### config.mk
export PLATFORM = sky130hd
export DESIGN_NAME = bus_reset_pulser
export DESIGN_NICKNAME = d
export VERILOG_FILES = /design/src/rtl/bus_rst_pkg.sv /design/src/rtl/bus_rst_ctrl.sv /design/src/rtl/bus_rst_timer.sv /design/src/rtl/bus_reset_pulser.sv
export SDC_FILE = /design/constraint.sdc
export NUM_CORES = 1
export LEC_CHECK = 0
export BUFFER_PORTS_ARGS = -buffer_cell sky130_fd_sc_hd__buf_2
export CAP_MARGIN = 20
export CORE_MARGIN = 1
export CORE_UTILIZATION = 35
export CTS_BUF_LIST = sky130_fd_sc_hd__clkbuf_8
export DETAILED_ROUTE_END_ITERATION = 8
export GPL_ROUTABILITY_DRIVEN = 0
export PLACE_DENSITY = 0.6
export REMOVE_ABC_BUFFERS = 1
export SLEW_MARGIN = 20
export SYNTH_ARGS = -nofsm -noshare
export SYNTH_HDL_FRONTEND = slang
export SYNTH_SLANG_ARGS = --single-unit
### constraint.sdc
create_clock -name clk -period 2.4 [get_ports clk]
set_clock_uncertainty 0.05 [all_clocks]
set_input_delay 0.24 -clock clk [delete_from_list [all_inputs] [get_ports clk]]
set_output_delay 0.24 -clock clk [all_outputs]
set_load 0.01 [all_outputs]
### src/rtl/bus_rst_pkg.sv
package bus_rst_pkg;

    localparam int unsigned CTRL_W = 8;

    typedef enum logic [0:0] {
        ST_IDLE  = 1'b0,
        ST_PULSE = 1'b1
    } pulse_state_e;

    // Pulse length in clock cycles: ceil(freq * us / 1e6), never below 1.
    function automatic longint unsigned pulse_cycles(
        input longint unsigned freq_hz,
        input longint unsigned dur_us
    );
        longint unsigned prod;
        longint unsigned cyc;
        prod = freq_hz * dur_us;
        cyc  = (prod + 64'd999_999) / 64'd1_000_000;
        if (cyc == 64'd0) cyc = 64'd1;
        return cyc;
    endfunction

endpackage

### src/rtl/bus_rst_ctrl.sv
module bus_rst_ctrl #(
    parameter int unsigned WIDTH = 8
) (
    input  logic             clk,
    input  logic             rst_n,
    input  logic             wr_en,
    input  logic [WIDTH-1:0] wr_data,
    output logic [WIDTH-1:0] rd_data,
    output logic             trig
);

    localparam int unsigned RSV_W = WIDTH - 1;

    logic arm_q;

    // Control bit keeps its written value until the next write.
    always_ff @(posedge clk or negedge rst_n) begin
        if (!rst_n) begin
            arm_q <= 1'b0;
        end else if (wr_en) begin
            arm_q <= wr_data[0];
        end
    end

    // One-cycle trigger on a write that raises the bit.
    always_comb begin
        trig = wr_en & wr_data[0] & ~arm_q;
    end

    assign rd_data = {{RSV_W{1'b0}}, arm_q};

    // the bit only changes on a write
    assert_bit_holds_R2: assert property (@(posedge clk) disable iff (!rst_n)
        !wr_en |=> $stable(rd_data))
        else $error("control bit changed without a write");

endmodule

### src/rtl/bus_rst_timer.sv
module bus_rst_timer
    import bus_rst_pkg::*;
#(
    parameter int unsigned CYCLES = 40
) (
    input  logic clk,
    input  logic rst_n,
    input  logic start,
    output logic busy,
    output logic drive
);

    localparam int unsigned CW = (CYCLES > 1) ? $clog2(CYCLES) : 1;
    localparam logic [CW-1:0] LOAD = CW'(CYCLES - 1);

    pulse_state_e state_q, state_d;
    logic [CW-1:0] cnt_q;

    // Next-state decision.
    always_comb begin
        state_d = state_q;
        unique case (state_q)
            ST_IDLE:  if (start) state_d = ST_PULSE;           // T_START
            ST_PULSE: if (cnt_q == '0) state_d = ST_IDLE;      // T_EXPIRE, else T_HOLD
            default:  state_d = ST_IDLE;
        endcase
    end

    // State register.
    always_ff @(posedge clk or negedge rst_n) begin
        if (!rst_n) state_q <= ST_IDLE;
        else        state_q <= state_d;
    end

    // Down-counter.
    always_ff @(posedge clk or negedge rst_n) begin
        if (!rst_n) begin
            cnt_q <= '0;
        end else begin
            unique case (state_q)
                ST_IDLE:  if (start) cnt_q <= LOAD;
                ST_PULSE: if (cnt_q != '0) cnt_q <= cnt_q - CW'(1);
                default:  cnt_q <= '0;
            endcase
        end
    end

    // Outputs.
    always_comb begin
        busy  = 1'b0;
        drive = 1'b0;
        unique case (state_q)
            ST_IDLE:  begin busy = 1'b0; drive = 1'b0; end
            ST_PULSE: begin busy = 1'b1; drive = 1'b1; end
            default:  begin busy = 1'b0; drive = 1'b0; end
        endcase
    end

    // Checker: measure each pulse length.
    logic [CW:0] chk_len;
    always_ff @(posedge clk or negedge rst_n) begin
        if (!rst_n) begin
            chk_len <= '0;
        end else if (state_q == ST_IDLE && state_d == ST_PULSE) begin
            chk_len <= (CW+1)'(1);
        end else if (state_q == ST_PULSE && state_d == ST_PULSE) begin
            chk_len <= chk_len + (CW+1)'(1);
        end
    end

    // every completed pulse lasts exactly CYCLES cycles
    assert_pulse_len_R3: assert property (@(posedge clk) disable iff (!rst_n)
        $fell(busy) |-> (chk_len == (CW+1)'(CYCLES)))
        else $error("pulse length %0d, expected %0d", chk_len, CYCLES);

    // counter never leaves its loaded range while running
    assert_cnt_range_R5: assert property (@(posedge clk) disable iff (!rst_n)
        busy |-> (cnt_q <= LOAD))
        else $error("pulse counter out of range");

endmodule

### src/rtl/bus_reset_pulser.sv
module bus_reset_pulser
    import bus_rst_pkg::*;
#(
    parameter int unsigned CLK_FREQ_HZ = 100_000_000,
    parameter int unsigned PULSE_US    = 1000
) (
    input  logic              clk,
    input  logic              host_rst_n,
    input  logic              reg_wr_en,
    input  logic [CTRL_W-1:0] reg_wr_data,
    output logic [CTRL_W-1:0] reg_rd_data,
    output logic              bus_rst_n,
    output logic              busy
);

    localparam longint unsigned CYC64 =
        pulse_cycles(longint'(CLK_FREQ_HZ), longint'(PULSE_US));
    localparam int unsigned PULSE_CYCLES = int'(CYC64);

    logic trig;
    logic drive;

    bus_rst_ctrl #(.WIDTH(CTRL_W)) u_ctrl (
        .clk     (clk),
        .rst_n   (host_rst_n),
        .wr_en   (reg_wr_en),
        .wr_data (reg_wr_data),
        .rd_data (reg_rd_data),
        .trig    (trig)
    );

    bus_rst_timer #(.CYCLES(PULSE_CYCLES)) u_timer (
        .clk   (clk),
        .rst_n (host_rst_n),
        .start (trig),
        .busy  (busy),
        .drive (drive)
    );

    // Host reset and software pulse both pull the line low.
    assign bus_rst_n = host_rst_n & ~drive;

    // host reset forces the bus reset without a clock
    always_comb begin
        if (host_rst_n == 1'b0) begin
            assert_host_forces_R7: assert (bus_rst_n == 1'b0)
                else $error("bus reset not driven during host reset");
        end
    end

    // a raising write while idle starts a pulse on the next cycle
    assert_edge_starts_R3: assert property (@(posedge clk) disable iff (!host_rst_n)
        (trig && !busy) |=> busy)
        else $error("trigger did not start a pulse");

    // a pulse only begins together with a 0-to-1 change of the bit
    assert_start_needs_edge_R4: assert property (@(posedge clk) disable iff (!host_rst_n)
        $rose(busy) |-> (reg_rd_data[0] && !$past(reg_rd_data[0])))
        else $error("pulse started without a rising bit");

endmodule

Word-level counts from Yosys, hierarchy flattened --
Cells that the tools add are included. W data, S select, Z words.
Storage, ports and cells: register bits 19, input bits 11, word-level logic and storage cells 22
Cells by class: $add $sub $neg 1, equal/unequal tests 2, mux-type cells 7, bitwise logic cells 6, reduce and logical (&&, ||, !) cells 3
Operator list (number):
- $mux W17 | 2
- $pmux W17 S2 | 1
- $logic_not A17 Y1 | 1
- $reduce_bool A17 Y1 | 1
- $sub A17 B1 Y17 const B | 1
- $ne A2 B2 Y1 const B | 2
- $pmux W1 S2 | 2
- $and A1 B1 Y1 | 3
- $not A1 Y1 | 3
- $mux W1 | 2
- $reduce_and A2 Y1 | 1

Logic depth before layout (Yosys ltp) --
word-level depth 4, mapped depth 6, mapped depth without buffers 6

Modules after synthesis --
Synthesis repeated with hierarchy kept, for this count alone.
Unflattened totals: cells, all modules 127, area total of the unflattened synthesis 1172.4 µm²
Modules (own cells, without submodules):
- bus_rst_timer | instances 1, cells each 114, area each 1044.8 µm², seq. area each 450.4 µm²
- bus_rst_ctrl | instances 1, cells each 12, area each 113.9 µm², seq. area each 25.0 µm²
- bus_reset_pulser | instances 1, cells each 1, area each 13.8 µm², seq. area each 0.0 µm²

Worst setup path before layout --
Ideal clock, no wire load.
path kind reg2reg, start point reg u_timer.cnt_q[12], end point reg u_timer.cnt_q[0], setup time 0.079 ns, data arrival time 1.976 ns, setup slack 0.295 ns, cell stages (with the launch flop) 6, period minus slack after synthesis 2.105 ns, cells stage by stage dfrtp_1 -> or4_1 -> buf_2 -> or4_4 -> o21ai_4 -> mux2i_1
Between the ends: cells in the longest elaborated chain, start to end 3
RTL lines:
- start, declared | RTL line bus_rst_timer.sv:17 | logic [CW-1:0] cnt_q;
- start signal, assigned | RTL line bus_rst_timer.sv:42 | ST_PULSE: if (cnt_q != '0) cnt_q <= cnt_q - CW'(1);
- $reduce_bool A17 Y1 | RTL line bus_rst_timer.sv:42
- $ne A2 B2 Y1 (no source line)
- $reduce_and A2 Y1 (no source line)
No other way between the ends. A chain may end at the register's enable or synchronous reset.

Worst setup path after layout --
start point reg u_timer.cnt_q[12], end point reg u_timer.cnt_q[4]
The elaborated chain is that of the path after synthesis.

==> summary.md <==
The share of total power consumed by net switching was 0.2212; the combinational share of power was 0.045. The flow ran to the end, but the final reports show violations. TritonCTS built the clock tree. Element type at the critical path end: a register. Clock-pin slew was measured on the worst setup and hold paths at 0.07 ns. The critical path goes through or4_1, or4_4, o211ai_2, mux2i_1. The area fraction of the dominant cell type after synthesis was 0.4353. The overall power consumption is 0.0005738 W.

The min-delay analysis places its worst path in the category primary input to register. The share of total power in the clock network is 0.385, and the detailed-placement wirelength estimate is 1.661 mm. The maximum fanout encountered on the critical timing path is 6. After synthesis, the most frequently instantiated cells are sky130_fd_sc_hd__dfrtp_1, sky130_fd_sc_hd__nor2_1, sky130_fd_sc_hd__buf_4, sky130_fd_sc_hd__nand3_1, sky130_fd_sc_hd__nand2_1. The clock drives 19 sinks. Compared with the post-synthesis result, the final layout area differs by 11.23%. The tools report the proportion of power drawn by flip-flops and latches as 0.570.

The net switching power figure is 0.0001269 W, and the flop and latch count out of synthesis is 19. Counting both buffers and inverters, the worst setup path holds a total of 0. The first routing iteration left 27 violations.

Adding up every negative setup slack in the final design gives 0 ns. The total number of H-tree levels was 1. By area the synthesized netlist is led by sky130_fd_sc_hd__dfrtp_1, sky130_fd_sc_hd__buf_4, sky130_fd_sc_hd__mux2i_1, sky130_fd_sc_hd__o31ai_1, sky130_fd_sc_hd__nand3_1. The run gives 21 as the number of ports placed on the die boundary. The final wirelength is 2.242 mm, and the CTS buffer count is 3. The type of the worst setup path was register to register. The row count is 19, and the die width is 57.87 um. The logs give 347.8 uV for the maximum VDD drop and 0.2502 ns for the final worst-path setup slack. The fraction of final layout cells sized beyond drive strength 1 is 0.1890, and the post-CTS setup repair buffer count is 0. The library cell occupying the most area in the post-synthesis netlist is sky130_fd_sc_hd__dfrtp_1.

The final reports fail on design-rule violations. Using the TritonRoute via totals, the vias-per-cell ratio works out to 5.595. The tool flagged a number of max-cap violations equal to 0. Count of final max-slew check failures: 0. The startpoint of the worst register-to-register path was u_timer.cnt_q[12]$_DFFE_PN0P_. The tree is rooted in a sky130_fd_sc_hd__clkbuf_8. In this run the remaining antenna-violating nets after routing total 0.

The actual slew at the worst max-slew pin is 0.5685 ns. The instance count after placement with tap cells included came out at 153. For the sequential share of the synthesized area, the log shows 0.4353. The number of warnings printed during yosys synthesis was 0. STA puts the critical path data required time at 2.52 ns. The data arrival at the endpoint of the critical path was 2.27 ns. The slowest stage of the critical path belongs to the cell sky130_fd_sc_hd__or4_4. For the number of setup violations in the final report, the log shows 0. The post-synthesis cell area was 0.001092 mm^2; the remaining max-slew budget at the tightest pin was 0.6181.

The run gives 0.4535 nW as the static leakage. The power density relative to cell area is 472.3 mW/mm^2. The most used flip-flop cell after synthesis is sky130_fd_sc_hd__dfrtp_1. Yosys instantiated no cell more often than sky130_fd_sc_hd__dfrtp_1.

STA classifies the critical path startpoint as a register. After detailed routing, the average wire length per cell comes to 14.19 um. The minimum clock period works out to 2.150 ns. The category of cells accounting for the largest share of critical-path delay was simple AND/OR/NAND/NOR gates. Setup repair after global routing left no endpoint under its margin.

The logs give 1 for the number of remaining DRC errors and 2 for the buffer levels on the longest clock path. The total global routing track utilization was 0.1472. The async set-reset flop share out of synthesis is 1.000. The net count of the finished layout came out at 140. Before antenna repair, the detailed router went through 6 iterations.

In this run the most critical hold path is launched from reg_wr_data[0]. The maximum cell stage delay along the critical path was 0.58 ns; the via count of the first global-routing pass was 814. Counting every instance in the synthesized netlist gives 115. For the clock latency at the later pin of the worst-skew pair, the log shows 0.26 ns. The number of antenna violations at the first check in global routing was 0; the core area was 0.002853 mm^2. The maximum frequency from static timing analysis came out at 465.2 MHz.

The maximum number of pins on one net before global-route repair was 20. The die extent in y was 57.87 um; the filler-free cell count of the finished design was 158. The die covers 0.003348 mm^2. The first-pass GRT wire length is 3.663 mm, and the initial core utilization is 0.3829. The worst setup path startpoint is u_timer.cnt_q[12]$_DFFE_PN0P_.

For this run the aggregate overflow at the end of global routing stands at 0. Across all hold checks on the routed design, the worst slack comes to 0.1882 ns. The logs give 0 for the final number of hold-violating endpoints and 0.0004469 W for the cell internal power dissipation. During placement, the flow inserted port buffers numbering 6. The average instance in the mapped netlist occupies 9.498 um^2. The antenna diode count came out at 0. Synthesis instantiated 35 different standard cells from the library. The worst-case setup slack after placement was 0.2491 ns.

The ratio of final minimum period to clock period was 0.8958; the total vias in the final route was 884. Counting flops with a built-in enable in the synthesized netlist gives 0.
==> cells by family (layout without fill, tap and decap cells) <==
| kind of cell | count (synthesis) | in the layout | share of synthesized area |
|---|---|---|---|
| AO/OA/AOI/OAI | 21 | 21 | 0.1409 |
| XOR/XNOR | 1 | 1 | 0.008020 |
| adder cells (fa/ha/maj) | 1 | 1 | 0.01145 |
| buffers and inverters | 15 | 21 | 0.08018 |
| flip-flops | 19 | 19 | 0.4353 |
| multiplexers | 6 | 6 | 0.05613 |
| other | 1 | 7 | 0.003433 |
| AND/OR/NAND/NOR | 51 | 51 | 0.2646 |
==> worst register-to-register path, stage by stage, from the launching register on <==
cell and delay, ns:
sky130_fd_sc_hd__dfrtp_1 0.43, sky130_fd_sc_hd__or4_1 0.56, sky130_fd_sc_hd__or4_4 0.58, sky130_fd_sc_hd__o211ai_2 0.21, sky130_fd_sc_hd__mux2i_1 0.24
==> state kept, by name, indices dropped and copies added (netlist names) <==
| name | cells |
|---|---|
| u_ctrl.arm_q | 1 |
| u_timer.cnt_q | 17 |
| u_timer.state_q | 1 |
==> final timing paths <==
check	endpoint	slack, ns	cells past startpoint
setup / recovery	u_timer.cnt_q[4]$_DFFE_PN0P_	0.25	4
hold / removal	u_ctrl.arm_q$_DFFE_PN0P_	0.19	2
setup reg to reg	u_timer.cnt_q[4]$_DFFE_PN0P_	0.25	4
hold reg to reg	u_timer.cnt_q[5]$_DFFE_PN0P_	0.45	1
max in group asynchronous	u_timer.cnt_q[14]$_DFFE_PN0P_	1.62	3
min in group asynchronous	u_timer.cnt_q[10]$_DFFE_PN0P_	0.47	3
==> layout by cell type (no fill, tap or decap), types with 5 or more instances in the layout <==
cell type / count
sky130_fd_sc_hd__mux2i_1: 5
sky130_fd_sc_hd__nand2_1: 7
sky130_fd_sc_hd__conb_1: 7
sky130_fd_sc_hd__dfrtp_1: 19
sky130_fd_sc_hd__o21ai_0: 5
sky130_fd_sc_hd__o31ai_1: 6
sky130_fd_sc_hd__buf_4: 7
sky130_fd_sc_hd__nand3_1: 8
sky130_fd_sc_hd__buf_2: 6
sky130_fd_sc_hd__nor2_1: 10
==> routing by layer <==
layer	track usage	up-vias	part of all wire
met1	0.1816	432	0.48
met2	0.2529	15	0.48
li1	-	435	-
met5	0	-	0
met4	0.03061	0	0.0036
met3	0.04688	2	0.035
==> layout make-up <==
cell class	count	area, um^2
Fill cell	281	1638
Multi-Input combinational cell	87	551.8
Sequential cell	19	475.5
Timing Repair Buffer	14	92.59
Clock buffer	3	41.29
Tap cell	31	38.79
Inverter	3	11.26
Clock inverter	1	3.754
==> power groups by stage <==
stage	registers (W)	clock network, W	logic, W
final	0.000327	0.000221	0.0000258
after global routing	0.000327	0.000239	0.0000294
after CTS	0.000327	0.000231	0.0000263
after detailed placement	0.000333	0	0.0000251
after global placement	0.000333	0	0.0000246
after floorplan	0.000333	0	0.0000105
==> metrics by stage <==
step,instance area [um^2],util
6_report,1215,0.4259
3_5_place_dp,1160,0.4066
3_3_place_gp,1160,0.4066
2_1_floorplan,1039,-
4_1_cts,1215,0.4259
5_1_grt,1215,0.4259
==> what timing repair did <==
item	4_1_cts	5_1_grt
endpoints found under the hold margin	19	0
hold buffers	1	0
resized for setup	0	0
Note: power is estimated with default switching activity, not from simulation.
